$ cat config.mk
export PLATFORM = sky130hd
export DESIGN_NAME = prbsSlotTester
export DESIGN_NICKNAME = d
export VERILOG_FILES = /design/src/rtl/prbsPkg.sv /design/src/rtl/prbsCtrl.sv /design/src/rtl/prbsPath.sv /design/src/rtl/prbsSlotTester.sv
export SDC_FILE = /design/constraint.sdc
export NUM_CORES = 1
export LEC_CHECK = 0
export CAP_MARGIN = 10
export CELL_PAD_IN_SITES_DETAIL_PLACEMENT = 1
export CELL_PAD_IN_SITES_GLOBAL_PLACEMENT = 2
export CORE_ASPECT_RATIO = 0.5
export CORE_MARGIN = 3
export CORE_UTILIZATION = 30
export CTS_BUF_LIST = sky130_fd_sc_hd__clkbuf_2
export DETAILED_ROUTE_END_ITERATION = 12
export MAX_ROUTING_LAYER = met4
export PLACE_DENSITY_LB_ADDON = 0.08
export SYNTH_ARGS = -nofsm -noshare
export SYNTH_HDL_FRONTEND = slang
export SYNTH_SLANG_ARGS = --single-unit
$ cat constraint.sdc
create_clock -name clk -period 3 [get_ports clk]
set_input_delay 0.3 -clock clk [delete_from_list [all_inputs] [get_ports clk]]
set_output_delay 0.3 -clock clk [all_outputs]
set_load 0.1 [all_outputs]
$ cat src/rtl/prbsPkg.sv
package prbsPkg;

  // Per-bit strobes issued by the control unit to the datapath.
  typedef struct packed {
    logic active;   // current bit lies in a selected slot
    logic genHold;  // generator held at seed, zeros sent
    logic anaHold;  // analyzer held in reset
    logic flipBit;  // invert the sequence bit sent now
  } prbsStrobeT;

endpackage

$ cat src/rtl/prbsCtrl.sv
module prbsCtrl
  import prbsPkg::*;
#(
  parameter int SLOTS     = 32,
  parameter int SLOT_BITS = 8
) (
  input  logic             clk,
  input  logic             rstN,
  input  logic             frameSync,
  input  logic [SLOTS-1:0] slotMask,
  input  logic             genEnable,
  input  logic             anaEnable,
  input  logic             corruptReq,
  output prbsStrobeT       strobe,
  output logic             corruptPending
);

  localparam int FRAME_BITS = SLOTS * SLOT_BITS;
  localparam int POS_W      = $clog2(FRAME_BITS);
  localparam int SLOT_W     = (SLOTS > 1) ? $clog2(SLOTS) : 1;
  localparam logic [POS_W-1:0] LAST_POS = POS_W'(FRAME_BITS - 1);

  logic [POS_W-1:0]  posReg;
  logic [POS_W-1:0]  posNow;
  logic [SLOT_W-1:0] slotIdx;
  logic              inSlot;
  logic              reqPrev;
  logic              armed;
  logic              reqRise;
  logic              flipNow;

  // Position inside the frame: forced to zero by the frame marker.
  always_comb begin
    if (frameSync)             posNow = '0;
    else if (posReg == LAST_POS) posNow = '0;
    else                       posNow = posReg + 1'b1;
  end

  assign slotIdx = SLOT_W'(posNow / SLOT_BITS);
  assign inSlot  = slotMask[slotIdx];

  always_ff @(posedge clk) begin
    if (!rstN) posReg <= LAST_POS;
    else       posReg <= posNow;
  end

  // One-shot corruption request: armed on a rising edge,
  // disarmed once the inverted bit has gone out.
  assign reqRise = corruptReq && !reqPrev;
  assign flipNow = armed && inSlot && genEnable;

  always_ff @(posedge clk) begin
    if (!rstN) begin
      reqPrev <= 1'b0;
      armed   <= 1'b0;
    end else begin
      reqPrev <= corruptReq;
      if (reqRise)      armed <= 1'b1;
      else if (flipNow) armed <= 1'b0;
    end
  end

  assign corruptPending = armed;

  always_comb begin
    strobe.active  = inSlot;
    strobe.genHold = !genEnable;
    strobe.anaHold = !anaEnable;
    strobe.flipBit = flipNow;
  end

endmodule

$ cat src/rtl/prbsPath.sv
module prbsPath
  import prbsPkg::*;
#(
  parameter int LFSR_W    = 15,
  parameter int TAP_A     = 15,
  parameter int TAP_B     = 14,
  parameter int LOCK_RUN  = 16,
  parameter int WIN_LEN   = 64,
  parameter int ERR_LIMIT = 8,
  parameter int ERR_W     = 16
) (
  input  logic             clk,
  input  logic             rstN,
  input  prbsStrobeT       strobe,
  input  logic             rxData,
  output logic             txData,
  output logic             txValid,
  output logic             anaLock,
  output logic [ERR_W-1:0] errCount
);

  localparam int RUN_W = $clog2(LOCK_RUN);
  localparam int WIN_W = $clog2(WIN_LEN);
  localparam int ELW   = $clog2(ERR_LIMIT);
  localparam logic [RUN_W-1:0] RUN_LAST = RUN_W'(LOCK_RUN - 1);
  localparam logic [WIN_W-1:0] WIN_LAST = WIN_W'(WIN_LEN - 1);
  localparam logic [ELW-1:0]   ERR_LAST = ELW'(ERR_LIMIT - 1);
  localparam logic [LFSR_W-1:0] SEED   = '1;

  // ---------------- generator ----------------
  logic [LFSR_W-1:0] genState;
  logic              genBit;

  assign genBit = genState[TAP_A-1] ^ genState[TAP_B-1];

  always_ff @(posedge clk) begin
    if (!rstN || strobe.genHold)
      genState <= SEED;
    else if (strobe.active)
      genState <= {genState[LFSR_W-2:0], genBit};
  end

  assign txValid = strobe.active;
  assign txData  = strobe.active && !strobe.genHold && (genBit ^ strobe.flipBit);

  // ---------------- analyzer ----------------
  logic [LFSR_W-1:0] anaState;
  logic              predBit;
  logic              stateLive;
  logic              hit;
  logic              locked;
  logic [RUN_W-1:0]  runCnt;
  logic [WIN_W-1:0]  winPos;
  logic [ELW-1:0]    winErr;
  logic [ERR_W-1:0]  errReg;

  assign predBit   = anaState[TAP_A-1] ^ anaState[TAP_B-1];
  assign stateLive = |anaState;
  assign hit       = (rxData == predBit);

  always_ff @(posedge clk) begin
    if (!rstN || strobe.anaHold) begin
      anaState <= SEED;
      locked   <= 1'b0;
      runCnt   <= '0;
      winPos   <= '0;
      winErr   <= '0;
      errReg   <= '0;
    end else if (strobe.active) begin
      if (!locked) begin
        // hunting: self-synchronise from the line
        anaState <= {anaState[LFSR_W-2:0], rxData};
        if (hit && stateLive) begin
          if (runCnt == RUN_LAST) begin
            locked <= 1'b1;
            runCnt <= '0;
            winPos <= '0;
            winErr <= '0;
          end else begin
            runCnt <= runCnt + 1'b1;
          end
        end else begin
          runCnt <= '0;
        end
      end else begin
        // locked: free-run on own predictions
        anaState <= {anaState[LFSR_W-2:0], predBit};
        if (!hit && (errReg != '1))
          errReg <= errReg + 1'b1;
        if (!hit && (winErr == ERR_LAST)) begin
          locked <= 1'b0;
          runCnt <= '0;
          winPos <= '0;
          winErr <= '0;
        end else begin
          if (winPos == WIN_LAST) begin
            winPos <= '0;
            winErr <= '0;
          end else begin
            winPos <= winPos + 1'b1;
            if (!hit) winErr <= winErr + 1'b1;
          end
        end
      end
    end
  end

  assign anaLock  = locked;
  assign errCount = errReg;

endmodule

$ cat src/rtl/prbsSlotTester.sv
module prbsSlotTester
  import prbsPkg::*;
#(
  parameter int SLOTS     = 32,
  parameter int SLOT_BITS = 8,
  parameter int LFSR_W    = 15,
  parameter int TAP_A     = 15,
  parameter int TAP_B     = 14,
  parameter int LOCK_RUN  = 16,
  parameter int WIN_LEN   = 64,
  parameter int ERR_LIMIT = 8,
  parameter int ERR_W     = 16
) (
  input  logic             clk,
  input  logic             rstN,
  input  logic             frameSync,
  input  logic [SLOTS-1:0] slotMask,
  input  logic             rxData,
  input  logic             genEnable,
  input  logic             anaEnable,
  input  logic             corruptReq,
  output logic             txData,
  output logic             txValid,
  output logic             anaLock,
  output logic [ERR_W-1:0] errCount,
  output logic             corruptPending
);

  prbsStrobeT strobe;

  prbsCtrl #(
    .SLOTS    (SLOTS),
    .SLOT_BITS(SLOT_BITS)
  ) i_ctrl (
    .clk           (clk),
    .rstN          (rstN),
    .frameSync     (frameSync),
    .slotMask      (slotMask),
    .genEnable     (genEnable),
    .anaEnable     (anaEnable),
    .corruptReq    (corruptReq),
    .strobe        (strobe),
    .corruptPending(corruptPending)
  );

  prbsPath #(
    .LFSR_W   (LFSR_W),
    .TAP_A    (TAP_A),
    .TAP_B    (TAP_B),
    .LOCK_RUN (LOCK_RUN),
    .WIN_LEN  (WIN_LEN),
    .ERR_LIMIT(ERR_LIMIT),
    .ERR_W    (ERR_W)
  ) i_path (
    .clk     (clk),
    .rstN    (rstN),
    .strobe  (strobe),
    .rxData  (rxData),
    .txData  (txData),
    .txValid (txValid),
    .anaLock (anaLock),
    .errCount(errCount)
  );

endmodule

=== Yosys cells after proc, flatten, opt, wreduce, memory -nomap -nowiden ===
Cells that the tools add are included.
Widths: inputs -> output; s select.

* Add/sub/neg operators: 5
* $lt $le $gt $ge: 1
* Equal/unequal tests: 8
* Reduce and logical (&&, ||, !) cells: 23
* Multiplexer cells: 26
* Bitwise operators: 3

{| class="wikitable"
|+ Operators by type and width
! kind !! number
|-
| $mux 6 || 5
|-
| $mux 3 || 6
|-
| $add 16x1->16 const B || 1
|-
| $mux 4 || 4
|-
| $mux 8 || 2
|-
| $ne 16x16->1 const B || 1
|-
| $reduce_or 15->1 || 1
|-
| $add 8x1->8 const B || 1
|-
| $eq 8x8->1 const B || 1
|-
| $logic_and 1x1->1 || 8
|-
| $mux 1 || 8
|-
| $add 6x1->6 const B || 1
|-
| $eq 6x6->1 const B || 1
|-
| $lt 5x6->1 const B || 1
|-
| $reduce_and 3->1 || 2
|-
| $reduce_bool 2->1 || 3
|-
| $bmux 1 s5 || 1
|-
| $logic_not 1->1 || 5
|-
| $add 4x1->4 const B || 1
|-
| $eq 4x4->1 const B || 1
|-
| $ne 4x4->1 const B || 1
|-
| $reduce_and 4->1 || 1
|-
| $add 3x1->3 const B || 1
|-
| $eq 3x3->1 const B || 1
|-
| 5 further kinds || 8
|}

* Word-level logic and storage cells: 76
* Output and inout bits: 20
* Bits in registers: 70

=== Logic depth before layout (Yosys ltp) ===
Gate-level depths: netlist of run 1.

* Depth after elaboration: 9
* Depth in mapped cells: 15

=== Modules after synthesis ===
Synthesis of run 1 repeated with hierarchy kept, for this count alone.

* Cell total of the unflattened synthesis: 410
* Area total of the unflattened synthesis: 3682.3 um^2

{| class="wikitable"
|+ By module, submodules not included
! module !! area an instance (um^2) !! instances !! cells an instance
|-
| prbsPath || 2725.1 || 1 || 301
|-
| prbsCtrl || 957.2 || 1 || 109
|}

=== Worst setup path before layout of run 1 ===
No wires, ideal clock.

* Kind: register to output
* Start: reg i_ctrl.posReg[0]
* End: out txData
* Buffers on the path: 4
* Stages on the path, launching flop included: 14
* Data arrival time: 3.749 ns
* Data required time: 2.700 ns
* Setup slack: -1.049 ns
* Cells stage by stage: dfxtp_1 > ha_1 > buf_2 > and3_1 > buf_4 > mux2_4 > buf_8 > mux2i_1 > mux2i_1 > o221ai_1 > nor3_1 > buf_2 > o21ai_1 > nor2_1

* Longest elaborated chain between the ends: 9
* Elaborated cells between the ends (all ways): 11

{| class="wikitable"
|+ RTL lines
! element !! line !! source
|-
| start, declared || prbsCtrl.sv:23 || <nowiki>logic [POS_W-1:0] posReg;</nowiki>
|-
| start signal, assigned || prbsCtrl.sv:44 || <nowiki>else posReg <= posNow;</nowiki>
|-
| $add 8x1->8 or $eq 8x8->1 (tied branches) || prbsCtrl.sv:36, prbsCtrl.sv:35 ||
|-
| $mux 8 (*) || prbsCtrl.sv:35 || <nowiki>else if (posReg == LAST_POS) posNow = '0;</nowiki>
|-
| $mux 8 (*) || prbsCtrl.sv:34 || <nowiki>if (frameSync) posNow = '0;</nowiki>
|-
| $bmux 1 s5 (*) || prbsCtrl.sv:40 || <nowiki>assign inSlot = slotMask[slotIdx];</nowiki>
|-
| $mux 1 (not written as such) (*) || prbsCtrl.sv:40 ||
|-
| $logic_and 1x1->1 (2 in a row) || prbsCtrl.sv:50 || <nowiki>assign flipNow = armed && inSlot && genEnable;</nowiki>
|-
| $xor 1x1->1 || prbsPath.sv:44 || <nowiki>assign txData = strobe.active && !strobe.genHold && (genBit ^ strobe.flipBit);</nowiki>
|-
| $logic_and 1x1->1 (*) || prbsPath.sv:44 ||
|-
| end, declared || prbsSlotTester.sv:22 || <nowiki>output logic txData,</nowiki>
|}

Mark *: on every way between the ends. The rest lies on a longest branch, timed or not. The select of a mux whose other input is x is not followed.

=== Final worst setup path of run 1 ===
* Start: reg i_ctrl.posReg[1]
* End: out txData

The elaborated chain is that of the path after synthesis.

==> summary.txt, run 1 <==
DRT Pass-1 Iters: 4
Synth cell types: 60
Num CTS Buffers: 9
Setup crit end kind: output port
Post-synth EDFFs: 0
Row Count: 28
PwrDens: 484 nW/µm²
Yosys warns: 0
CP max-delay cell: dfxtp_2
Worst path cell trace: ha_4, and3_4, mux2_4, mux2i_1, mux2i_2, o221ai_2, buf_4, nor3_4, o21ai_4, nor2_4, buf_12
Hold_ws: 0.326 ns
Hold_buf cts: 0
Synth top area cells: dfxtp_1, nand3_1, o21ai_0, mux2i_1, nand2_1
Clk_lat worst skew: 0.54 ns
Sequential share of the synthesized area: 35.9%
Clock Skew: 0.0291 ns
Min-Delay Path Class: in2reg
Largest net degree at the start of global routing: 30
Clock sinks: 70
Number of remaining DRC errors: 0
Area of the multi-input gates: 2520 µm²
Inst Count DP: 722
CTS H-Tree Depth: 3
Syn-to-layout area delta: 39.4%
Ys async rst share: 0%
P_leak: 2.11 nW
Wire per inst: 17.2 µm
Peak supply drop: 0.167 mV
Hold Vio Cnt, Final: 0
Worst path required time: 2.70 ns
Unrepaired setup endpoints after global routing: yes
DRT antenna net count: 0
Die Area: 14500 µm²
Failing checks: negative setup slack
Power, Total: 2.63 mW
Top Metal Used: met4
Tcrit/Tclk final: 112%
DIE HEIGHT: 86.7 µm
Most common cell after layout, fill and taps aside: buf_4
Slowest stage delay, CP: 0.40 ns
Most frequent cells in the layout: buf_4, nand3_1, dfxtp_1
Pre-CTS setup slack: -0.169 ns
Tmin final: 3.36 ns
R2R setup slack: 0.13 ns
Area fraction of the dominant cell type after synthesis: 35.9%
Setup violations, final: 2
WL met3: 435 µm
Drt initial violations: 217
Worst-Margin Slew: 0.572 ns
Nets: 631
FF+latch area: 1410 µm²
N_diodes: 0
Horiz. Die Dim: 167 µm
GRT Residual Overflow: 0
Mapped Area: 3910 µm²
Top Ports: 59
Post-route setup slack: -0.364 ns
Post-synth top area cell: dfxtp_1
Via count: 4046
Fin cells: 756
FF+latch count, synth: 70
Met2 WL: 5930 µm
Post-DP HPWL: 8840 µm
TNS Setup: -0.639 ns
Syn nets: 534
Max_slew headroom: 61.8%
Max cap viols: 0
Crit Path Category: reg2out
Most used DFF post-synth: dfxtp_1
Pins Over Slew Limit: 0
Synth Instances: 489
Fill cell count: 1440
Crit path max fanout: 6
CTS clk-pin slew, worst paths: 0.21 ns
Port bufs: 58
First-pass GRT wire length: 21700 µm
Metal-1 WL: 6610 µm
Post-Route WL: 13000 µm
Avg Inst Size Synth: 7.99 µm²
Worst setup SP type: flip-flop
Starting Density: 31.9%
Status: complete, but fails checks
Vias per inst: 5.35
CTS Root Cell: clkbuf_2
Clk buf depth: 2
Vias in the first global route: 4122
Maximum clock rate: 297 MHz
Initial antenna violation count: 0
TritonCTS clock tree: built
Overall Global Routing Usage: 18.9%
Gpl congestion: 0.846
Core footprint: 12300 µm²
Arrival time at the worst endpoint: 3.06 ns
Fraction of layout cells with a size suffix above 1: 25.0%
## worst paths after layout
check,from,endpoint,depth (start not counted)
worst max-delay path,i_ctrl.posReg[1],txData,11
worst min-delay path,corruptReq,i_ctrl.reqPrev,2
worst max register to register,i_ctrl.posReg[1],i_path.errCount[6],11
worst min register to register,i_path.genState[11],i_path.genState[12],2
## sequential cells by signal (all words and copies together), names as in the netlist
| name | cells |
|---|---|
| i_path.anaState | 15 |
| i_ctrl.corruptPending | 1 |
| i_path.runCnt | 4 |
| i_path.errCount | 16 |
| i_ctrl.posReg | 8 |
| i_path.anaLock | 1 |
| i_path.winErr | 3 |
| i_path.winPos | 6 |
| i_ctrl.reqPrev | 1 |
| i_path.genState | 15 |
## report_power, final
| group | switching, mW | leakage [nW] | total [mW] | internal [mW] |
|---|---|---|---|---|
| registers | 0.0415 | 0.571 | 1.03 | 0.986 |
| clock network | 0.367 | 0.0770 | 0.637 | 0.270 |
| logic | 0.535 | 1.46 | 0.970 | 0.434 |
## timing repair
item / CTS / global route
gates resized for setup: 19 / 31
setup endpoints to repair: 32 / 45
setup buffers: 12 / 7
pin swaps: 10 / 7
## Yosys cell counts (6+ instances only)
master    count
dfxtp_1      70
nand3_1      68
nand2_1      53
o21ai_0      50
a21oi_1      26
mux2i_1      22
clkbuf_1     17
and3_1       13
buf_2        12
nand4_1      11
o21ai_1      11
a2111o_1     10
inv_1        10
nand2b_1     10
o211ai_1      9
nor3_1        7
ha_1          6
nor2_1        6
xnor2_1       6
## layer usage
layer / global-route usage [%] / up-vias
met5: - / -
met2: 30.4 / 66
met4: 3.56 / 0
li1: - / 1997
met1: 24.7 / 1979
met3: 4.28 / 4
## cell type report
class,instances,area share (%)
multi-input combinational,370,46.2
sequential,70,25.9
timing repair buffer,125,20.9
tap,165,3.79
clock inverter,7,1.63
clock buffer,9,0.827
inverter,10,0.758
## per-stage QoR
stage / instance area [µm²] / utilization (%)
global placement: 4960 / 40.5
floorplan: 3980 / -
global route: 5450 / 44.4
finish: 5450 / 44.4
CTS: 5270 / 43.0
detailed placement: 4960 / 40.5
## logic make-up (layout without fill, tap and decap cells)
logic type                 after synthesis  count (layout)  synth area share (%)
and+or+nand+nor                        194             194                  25.4
AOI/OAI and AO/OA                      137             137                  22.3
DFF                                     70              70                  35.9
buffers and inverters                   49             151                  6.25
muxes                                   24              24                  6.31
xor gates and xnor gates                 9               9                  2.02
adders and majority gates                6               6                  1.92
## worst max-delay path: cells and delay by family, from the launching register on
kind | cells | cell delay [ns]
compound gates | 2 | 0.27
fa+ha+maj | 1 | 0.14
buf+inv | 2 | 0.34
flops | 1 | 0.40
mux | 3 | 0.72
simple gates | 3 | 0.63
(Power assumes the default switching activity.)
==> run 2, diff against run 1 <==
--- a/config.mk
+++ b/config.mk
@@ -10,7 +10,7 @@
 export CELL_PAD_IN_SITES_GLOBAL_PLACEMENT = 2
 export CORE_ASPECT_RATIO = 0.5
 export CORE_MARGIN = 3
-export CORE_UTILIZATION = 30
+export CORE_UTILIZATION = 25
 export CTS_BUF_LIST = sky130_fd_sc_hd__clkbuf_2
 export DETAILED_ROUTE_END_ITERATION = 12
 export MAX_ROUTING_LAYER = met4
==> summary.txt, run 2 (synthesized netlist as in run 1, its figures left out) <==
CP max-delay cell: dfxtp_2
Worst Hold End: i_ctrl.reqPrev
Initial antenna violation count: 0 (unchanged)
Worst path cell trace: ha_4, and3_4, mux2_4, mux2i_2, mux2i_1, o221ai_2, buf_4, nor3_4, buf_6, nor2_4, clkinvlp_4, buf_12
Maximum clock rate: 301 MHz (+1.3%)
WHS Path Cells: 2 (unchanged)
Horiz. Die Dim: 183 µm (+9.2%)
DRT Pass-1 Iters: 5 (+1)
Met2 WL: 5790 µm (-2.3%)
CTS H-Tree Depth: 3 (unchanged)
PwrDens: 498 nW/µm² (+2.9%)
Overall Global Routing Usage: 16.2% (-2.7 points)
Max_slew headroom: 64.4% (+2.7 points)
Power, Total: 2.68 mW (+1.9%)
Max cap viols: 0 (unchanged)
Worst setup SP type: flip-flop
Vias in the first global route: 4142 (+0.49%)
P_leak: 2.09 nW (-1.1%)
R2r endpoint: i_path.runCnt[3]
Worst path required time: 2.70 ns (about the same)
Post-Route WL: 13100 µm (+0.66%)
Post-route setup slack: -0.322 ns (+0.0416 ns)
Vias per inst: 5.11 (-4.5%)
CP top delay family: multiplexers
Tcrit/Tclk final: 111% (-1.4 points)
Port bufs: 58 (unchanged)
Drt initial violations: 199 (-8.3%)
Buf+Inv Stages, Crit Path: 4 (+2)
Crit path max fanout: 5 (-1)
Arrival time at the worst endpoint: 3.02 ns (-0.04 ns)
Die Area: 17300 µm² (+19%)
R2R setup slack: 0.11 ns (-0.02 ns)
CTS clk-pin slew, worst paths: 0.21 ns (about the same)
Reg2reg start: i_ctrl.posReg[0]
DRT antenna net count: 0 (unchanged)
Hold Vio Cnt, Final: 0 (unchanged)
Syn-to-layout area delta: 38.0%
Clock sinks: 70 (unchanged)
Num CTS Buffers: 9 (unchanged)
GRT Residual Overflow: 0 (unchanged)
Status: complete, but fails checks
Fraction of layout cells with a size suffix above 1: 24.5% (-0.51 points)
Number of remaining DRC errors: 0 (unchanged)
Row Count: 31 (+11%)
Most common cell after layout, fill and taps aside: buf_4
TritonCTS clock tree: built
N_diodes: 0 (unchanged)
Failing checks: negative setup slack
Wire per inst: 16.8 µm (-2.6%)
TNS Setup: -0.599 ns (+0.0403 ns)
Top Ports: 59 (unchanged)
Setup violations, final: 2 (unchanged)
Min-Delay Path Class: in2reg
Starting Density: 26.3% (-5.6 points)
Worst-Margin Slew: 0.534 ns (-0.0384 ns)
WL met3: 409 µm (-6.0%)
Setup crit end kind: output port
Gpl congestion: 0.786 (-7.1%)
Most frequent cells in the layout: buf_4, nand3_1, dfxtp_1
DIE HEIGHT: 94.4 µm (+8.9%)
CTS Root Cell: clkbuf_2
Unrepaired setup endpoints after global routing: yes
Post-DP HPWL: 9290 µm (+5.1%)
Core footprint: 14900 µm² (+21%)
Largest net degree at the start of global routing: 33 (+10%)
Pins Over Slew Limit: 0 (unchanged)
Metal-1 WL: 6840 µm (+3.5%)
Top Metal Used: met4
Clk_lat worst skew: 0.53 ns (about the same)
Hold_buf cts: 0 (unchanged)
Worst Min Path Start: corruptReq
Nets: 624 (-1.1%)
Tmin final: 3.32 ns (-0.0416 ns)
Max reg flops: 16 (unchanged)
Slowest stage delay, CP: 0.40 ns (about the same)
Clock Skew: 0.0416 ns (+0.0126 ns)
First-pass GRT wire length: 21900 µm (+1.2%)
Crit Path Category: reg2out
Clk buf depth: 2 (unchanged)
Peak supply drop: 0.196 mV (+17%)
Reg2reg path depth: 14 (+3)
Via count: 3991 (-1.4%)
==> run 2: changes by cell type in the layout (fill, tap and decap cells not counted), sizes merged <==
cell,before,now
mux2,2,3
clkbuf,9,10
clkinvlp,2,1
buf,87,79
bufinv,2,3
clkinv,4,2
==> run 2: power by group <==
| group | switching (mW) | internal, mW | leakage (nW) |
|---|---|---|---|
| clock network | 0.352 | 0.355 | 0.0894 |
| registers | 0.0441 | 0.986 | 0.571 |
| logic | 0.527 | 0.421 | 1.43 |
| total | 0.922 | 1.76 | 2.09 |
==> run 2: worst max path at each step <==
stage	from	end	slack, ns	depth (start not counted)
2_1_floorplan	i_ctrl.posReg[1]	txData	-0.03	13
3_5_place_dp	frameSync	i_path.genState[5]	-0.16	12
3_3_place_gp	frameSync	i_path.genState[4]	-0.10	12
6_report	i_ctrl.posReg[0]	txValid	-0.32	12
4_1_cts	i_ctrl.posReg[1]	txData	-0.35	12
5_1_grt	i_ctrl.posReg[0]	txValid	-0.48	13
==> run 2: area by class of cell <==
type,count,area [µm²]
inverters,10,41.3
flip-flops and latches,70,1410
clock buffers,10,50.0
fillers,1743,9470
well taps,198,248
repair buffers,117,1050
clock inverters,5,98.8
multi-input cells,371,2490
==> run 2: per-stage QoR <==
stage                     hold WS, ns  utilization, %  worst slack [ns]  instance area, µm²  cells
after CTS                       0.333            35.3            -0.351                5250    777
final                           0.390            36.3            -0.322                5390    781
after global routing            0.330            36.3            -0.485                5390    781
after detailed placement        0.466            33.5            -0.159                4970    753
after global placement          0.449            33.5            -0.102                4970    753
after floorplan                 0.442               -           -0.0336                3980    489
==> run 2: routing by layer <==
layer,track usage (%),up-vias
met5,-,-
met4,2.83,0
met3,3.54,7
met2,25.1,51
met1,22.0,1951
li1,-,1982
==> run 2: repair_timing <==
item | CTS | global route
endpoints found under the hold margin | 0 | 0
endpoints found under the setup margin | 31 | 61
pin swaps | 5 | 11
gates cloned | 1 | 0
resized for setup | 14 | 45
setup buffers | 9 | 5
